===== src/rtl/flash_prog_pkg.sv =====
package flash_prog_pkg;
  typedef enum logic [3:0] {
    S_IDLE, S_PRE_RD, S_PRE_CHK, S_ON_WAIT, S_PROG_CMD, S_PROG_DAT,
    S_PULSE_WAIT, S_VFY_CMD, S_VFY_WAIT, S_VFY_RD, S_VFY_CHK,
    S_OFF_WAIT, S_REPORT
  } seq_state_e;

  typedef enum logic [1:0] {RES_OK, RES_FAIL, RES_ERR} result_e;
endpackage


===== src/rtl/fpc_timer.sv =====
module fpc_timer #(
  parameter int TW = 8
) (
  input  logic          clk_i,
  input  logic          rst_ni,
  input  logic          clr_i,
  input  logic [TW-1:0] lim_i,
  output logic          expired_o
);
  logic [TW-1:0] cnt_q;

  always_ff @(posedge clk_i or negedge rst_ni) begin
    if (!rst_ni)      cnt_q <= '0;
    else if (clr_i)   cnt_q <= '0;
    else if (!expired_o) cnt_q <= cnt_q + 1'b1;
  end

  assign expired_o = (cnt_q == lim_i - 1'b1);
endmodule


===== src/rtl/fpc_pulse_ctr.sv =====
module fpc_pulse_ctr #(
  parameter int MAX_PULSES = 25,
  localparam int CW = $clog2(MAX_PULSES + 1)
) (
  input  logic          clk_i,
  input  logic          rst_ni,
  input  logic          clr_i,
  input  logic          inc_i,
  output logic [CW-1:0] cnt_o,
  output logic          at_max_o
);
  always_ff @(posedge clk_i or negedge rst_ni) begin
    if (!rst_ni)    cnt_o <= '0;
    else if (clr_i) cnt_o <= '0;
    else if (inc_i && !at_max_o) cnt_o <= cnt_o + 1'b1;
  end

  assign at_max_o = (cnt_o == CW'(MAX_PULSES));
endmodule


===== src/rtl/flash_prog_ctrl.sv =====
module flash_prog_ctrl
  import flash_prog_pkg::*;
#(
  parameter int AW         = 16,
  parameter int DW         = 8,
  parameter int MAX_PULSES = 25,
  parameter int PULSE_CYC  = 500,
  parameter int VFY_CYC    = 300,
  parameter int SETTLE_CYC = 2_500_000,
  parameter logic [DW-1:0] CMD_PROG = DW'(8'h5A),
  parameter logic [DW-1:0] CMD_VFY  = DW'(8'hA6),
  localparam int CW   = $clog2(MAX_PULSES + 1),
  localparam int TMAX = (SETTLE_CYC > PULSE_CYC)
                        ? ((SETTLE_CYC > VFY_CYC) ? SETTLE_CYC : VFY_CYC)
                        : ((PULSE_CYC > VFY_CYC) ? PULSE_CYC : VFY_CYC),
  localparam int TW   = $clog2(TMAX + 1)
) (
  input  logic          clk_i,
  input  logic          rst_ni,
  input  logic          req_i,
  input  logic [AW-1:0] addr_i,
  input  logic [DW-1:0] data_i,
  output logic          busy_o,
  output logic          done_o,
  output logic          fail_o,
  output logic          err_o,
  output logic [CW-1:0] pulses_o,
  output logic          vpp_en_o,
  output logic          fl_wr_o,
  output logic          fl_rd_o,
  output logic [AW-1:0] fl_addr_o,
  output logic [DW-1:0] fl_wdata_o,
  input  logic [DW-1:0] fl_rdata_i
);
  seq_state_e    state_q, state_d;
  result_e       res_q, res_d;
  logic [AW-1:0] addr_q;
  logic [DW-1:0] data_q;
  logic [TW-1:0] tmr_lim;
  logic          tmr_exp, at_max, accept;

  assign accept = (state_q == S_IDLE) && req_i;

  always_ff @(posedge clk_i or negedge rst_ni) begin
    if (!rst_ni) begin
      state_q <= S_IDLE;
      res_q   <= RES_OK;
      addr_q  <= '0;
      data_q  <= '0;
    end else begin
      state_q <= state_d;
      res_q   <= res_d;
      if (accept) begin
        addr_q <= addr_i;
        data_q <= data_i;
      end
    end
  end

  always_comb begin
    state_d = state_q;
    res_d   = res_q;
    unique case (state_q)
      S_IDLE:       if (req_i) state_d = S_PRE_RD;
      S_PRE_RD:     state_d = S_PRE_CHK;
      S_PRE_CHK:
        if ((~fl_rdata_i & data_q) != '0) begin
          res_d   = RES_ERR;
          state_d = S_REPORT;
        end else begin
          state_d = S_ON_WAIT;
        end
      S_ON_WAIT:    if (tmr_exp) state_d = S_PROG_CMD;
      S_PROG_CMD:   state_d = S_PROG_DAT;
      S_PROG_DAT:   state_d = S_PULSE_WAIT;
      S_PULSE_WAIT: if (tmr_exp) state_d = S_VFY_CMD;
      S_VFY_CMD:    state_d = S_VFY_WAIT;
      S_VFY_WAIT:   if (tmr_exp) state_d = S_VFY_RD;
      S_VFY_RD:     state_d = S_VFY_CHK;
      S_VFY_CHK:
        if (fl_rdata_i == data_q) begin
          res_d   = RES_OK;
          state_d = S_OFF_WAIT;
        end else if (at_max) begin
          res_d   = RES_FAIL;
          state_d = S_OFF_WAIT;
        end else begin
          state_d = S_PROG_CMD;
        end
      S_OFF_WAIT:   if (tmr_exp) state_d = S_REPORT;
      S_REPORT:     state_d = S_IDLE;
      default:      state_d = S_IDLE;
    endcase
  end

  always_comb begin
    unique case (state_q)
      S_PULSE_WAIT: tmr_lim = TW'(PULSE_CYC);
      S_VFY_WAIT:   tmr_lim = TW'(VFY_CYC);
      default:      tmr_lim = TW'(SETTLE_CYC);
    endcase
  end

  fpc_timer #(.TW(TW)) u_timer (
    .clk_i     (clk_i),
    .rst_ni    (rst_ni),
    .clr_i     (state_d != state_q),
    .lim_i     (tmr_lim),
    .expired_o (tmr_exp)
  );

  fpc_pulse_ctr #(.MAX_PULSES(MAX_PULSES)) u_pulses (
    .clk_i    (clk_i),
    .rst_ni   (rst_ni),
    .clr_i    (accept),
    .inc_i    (state_q == S_PROG_DAT),
    .cnt_o    (pulses_o),
    .at_max_o (at_max)
  );

  assign busy_o   = (state_q != S_IDLE);
  assign done_o   = (state_q == S_REPORT) && (res_q == RES_OK);
  assign fail_o   = (state_q == S_REPORT) && (res_q == RES_FAIL);
  assign err_o    = (state_q == S_REPORT) && (res_q == RES_ERR);
  assign vpp_en_o = (state_q inside {S_ON_WAIT, S_PROG_CMD, S_PROG_DAT, S_PULSE_WAIT,
                                     S_VFY_CMD, S_VFY_WAIT, S_VFY_RD, S_VFY_CHK});
  assign fl_wr_o  = (state_q inside {S_PROG_CMD, S_PROG_DAT, S_VFY_CMD});
  assign fl_rd_o  = (state_q inside {S_PRE_RD, S_VFY_RD});
  assign fl_addr_o = addr_q;

  always_comb begin
    unique case (state_q)
      S_PROG_CMD: fl_wdata_o = CMD_PROG;
      S_PROG_DAT: fl_wdata_o = data_q;
      S_VFY_CMD:  fl_wdata_o = CMD_VFY;
      default:    fl_wdata_o = '0;
    endcase
  end
endmodule


===== config.mk =====
export PLATFORM = sky130hd
export DESIGN_NAME = flash_prog_ctrl
export DESIGN_NICKNAME = d
export VERILOG_FILES = /design/src/rtl/flash_prog_pkg.sv /design/src/rtl/fpc_timer.sv /design/src/rtl/fpc_pulse_ctr.sv /design/src/rtl/flash_prog_ctrl.sv
export SDC_FILE = /design/constraint.sdc
export NUM_CORES = 1
export LEC_CHECK = 0
export ABC_CLOCK_PERIOD_IN_PS = 5510
export BUFFER_PORTS_ARGS = -buffer_cell sky130_fd_sc_hd__buf_2
export CAP_MARGIN = 10
export CORE_MARGIN = 4
export CORE_UTILIZATION = 44
export CTS_CLUSTER_DIAMETER = 200
export CTS_CLUSTER_SIZE = 25
export DETAILED_ROUTE_END_ITERATION = 12
export HOLD_SLACK_MARGIN = 0.03
export PLACE_DENSITY_LB_ADDON = 0.25
export SYNTH_ARGS = -nofsm -noshare
export SYNTH_HDL_FRONTEND = slang
export SYNTH_HIERARCHICAL = 1
export SYNTH_SLANG_ARGS = --single-unit

===== constraint.sdc =====
create_clock -name clk_i -period 5.51 [get_ports clk_i]
set_input_delay 1.102 -clock clk_i [delete_from_list [all_inputs] [get_ports clk_i]]
set_output_delay 1.102 -clock clk_i [all_outputs]
set_load 0.02 [all_outputs]

==> flow_summary.ini <==
[routing]
drc = 0
via_per_inst = 5.27
num_vias = 3314
first_pass_iters = 6
drt_iter0_drc = 222
wire_per_inst_um = 13.9
ant_nets = 0
wl_um = 8720

[cts]
clock_latency_ns = 0.33
numCtsBuffers = 9
clock-sinks = 57
cts_setup_buffers = 0
cts_resized = 0
clk_pin_slew_ns = 0.07
holdBufCountCts = 0
clock_path_buffers = 2
h-tree-depth = 3
cts_tree = done
cts_root_buf = clkbuf_8

[setup_path]
crit_chain = nand2b_1, o21ai_0, inv_1, xor2_1, xnor2_1, nor4_1, nand3_1, nor4b_4, inv_1, a21oi_1, o32ai_1, a21oi_2, buf_4, nor2_1
slowest_stage = dfrtp_1
reg2reg_depth = 14
cp-end-kind = flop
arrival_ns = 4.46
start_kind = flop
cpMostUsedCell = inv_1
critical-path-max-stage-delay_ns = 0.60
critical_path_class = flop to flop
crit_required_ns = 5.72
worstPathMaxFanout = 16

[finish]
layout-drive-gt1-share_pct = 26.3
nFillCells = 818
fin_util_pct = 53.4
fin_cells = 629
final_area_mm2 = 0.00464
diodes = 0
register_area_mm2 = 0.00143
area_growth_pct = 18.7
multiInputGateArea_mm2 = 0.00242
final_nets = 564

[placement]
place.gp.congestion = 0.883
place_area_mm2 = 0.00444
numPortBuffers = 70
place_inst = 614
dpl.hpwl_um = 6550

[timing]
fin_worst_skew_ns = 0.0112
hold_viol = 0
hold_slack_ns = 0.500
relSlewSlack_pct = 51.0
slew_viol_final = 0
rsz0062_at_grt = no
min_period_ns = 4.25
tns_ns = 0
period_share_pct = 77.1
tightest_slew_ns = 0.736
finalSetupViolations = 0
max_freq_ghz = 0.235

[floorplanning]
die_area_mm2 = 0.0105
ios = 71
num_rows = 34
dieHeight_um = 102
core_area_mm2 = 0.00868
die_x_um = 102
start_util_pct = 45.0

[global_routing]
grt_overflow_total = 0
first_global_vias = 3235
grt_pass1_wl_um = 14800
grt_max_degree = 58
antenna_found_initial = 0
grt_usage_pct = 17.9

[synth]
synth-edff-count = 0
avgSynthCellArea_um2 = 9.49
yosysSeqAreaShare_pct = 36.5
ys.flop_type = dfrtp_1
syn_inst = 412
synth-seq-cells = 57
ys_types = 68
synth_area_mm2 = 0.00391
async_reset_ff_share_pct = 100
ys_warn_count = 6

[flow_run]
cap_violations = 0

[hold_path]
hold_path_depth = 1
hp-class = flop to flop

[power]
ir_drop_mv = 0.311
p_per_area_mw_per_mm2 = 408
cellLeakagePower_nw = 2.14

[status]
status = finished, final reports clean
## stage by stage
| stage | setup WS (ns) | total power [mW] |
|---|---|---|
| floorplan | 1.54 | 1.27 |
| detailed placement | 1.32 | 1.52 |
| finish | 1.26 | 1.89 |
| global placement | 1.46 | 1.49 |
| global route | 0.823 | 2.04 |
| CTS | 1.28 | 1.91 |
## layer usage
metal	track usage (%)	share of wire, %	vias up
met5	0	0	-
met4	5.95	1.6	0
met3	5.53	5.1	10
met2	28.1	47	64
met1	23.7	46	1573
li1	-	-	1667
## path summary, 6_finish.rpt
path,startpoint,to,slack (ns)
max in group asynchronous,rst_ni,u_timer/cnt_q[11]$_DFFE_PN0P_,4.10
min in group asynchronous,rst_ni,data_q[1]$_DFFE_PN0P_,0.91
hold / removal,fl_addr_o[14]$_DFFE_PN0P_,fl_addr_o[14]$_DFFE_PN0P_,0.50
setup / recovery,state_q[2]$_DFF_PN0_,u_timer/cnt_q[1]$_DFFE_PN0P_,1.26
hold reg to reg,fl_addr_o[14]$_DFFE_PN0P_,fl_addr_o[14]$_DFFE_PN0P_,0.50
setup reg to reg,state_q[2]$_DFF_PN0_,u_timer/cnt_q[1]$_DFFE_PN0P_,1.26
## critical path, delay by kind of cell, from the launching register on
family                 cells  cell delay [ns]
flip-flops                 1             0.60
buffers and inverters      3             0.85
AO/OA/AOI/OAI              4             1.14
XOR/XNOR                   2             0.41
AND/OR/NAND/NOR            5             1.12
## power breakdown
| part | switching, mW | internal [mW] | total (mW) |
|---|---|---|---|
| clock network | 0.159 | 0.230 | 0.389 |
| registers | 0.122 | 0.537 | 0.659 |
| logic | 0.500 | 0.346 | 0.846 |
| total | 0.782 | 1.11 | 1.89 |
## area by class of cell
type                    instances  share of cell area (%)
clock buffers                  12                    3.35
repair buffers                 73                    8.04
multi-input cells             352                    52.1
flip-flops and latches         57                    30.8
clock inverters                 3                   0.863
inverters                      24                    1.94
well taps                     108                    2.91
## cells by family after synthesis
| kind of cell | after synthesis | synth area share [%] |
|---|---|---|
| multiplexers | 26 | 7.55 |
| XOR/XNOR | 34 | 7.62 |
| AND/OR/NAND/NOR | 159 | 24.3 |
| buffers and inverters | 41 | 5.38 |
| adder cells (fa/ha/maj) | 12 | 3.84 |
| AO/OA/AOI/OAI | 81 | 14.6 |
| flip-flops | 57 | 36.5 |
| other | 2 | 0.192 |
## state kept, by name, indices dropped and copies added, names as in the netlist
signal,cells
res_q,2
state_q,4
fl_addr_o,16
u_timer/cnt_q,22
data_q,8
u_pulses/cnt_o,5
## cells in the final DEF, fill, tap and decap left out, drive strengths merged, types with 3 or more instances in the layout
master  instances
or2             4
or3            17
nand3          15
nor2b           5
or4            14
a21oi          32
xnor2          15
nand4          10
nor4b           3
ha             12
nor3           13
o31ai          10
nor4            4
nand2b          8
o32ai           3
conb           40
dfrtp          57
buf            73
and2            3
nor2           30
and3            3
o31a            3
o21ai          14
xor2           19
mux2           25
clkbuf         12
nand2          21
nor3b           3
inv            24
## synthesized netlist by cell type (11+ instances only)
cell type | number | area, um2
a21oi_1 | 26 | 130
nand2_1 | 21 | 78.8
nand3_1 | 14 | 70.1
xor2_1 | 19 | 166
or4_1 | 11 | 82.6
inv_1 | 23 | 86.3
mux2_2 | 22 | 248
dfrtp_1 | 57 | 1430
xnor2_1 | 15 | 131
nor3_1 | 12 | 60.1
o21ai_1 | 11 | 55.1
or3_1 | 17 | 106
nor2_1 | 28 | 105
ha_1 | 12 | 150
Power figures use the tool's default switching activity.
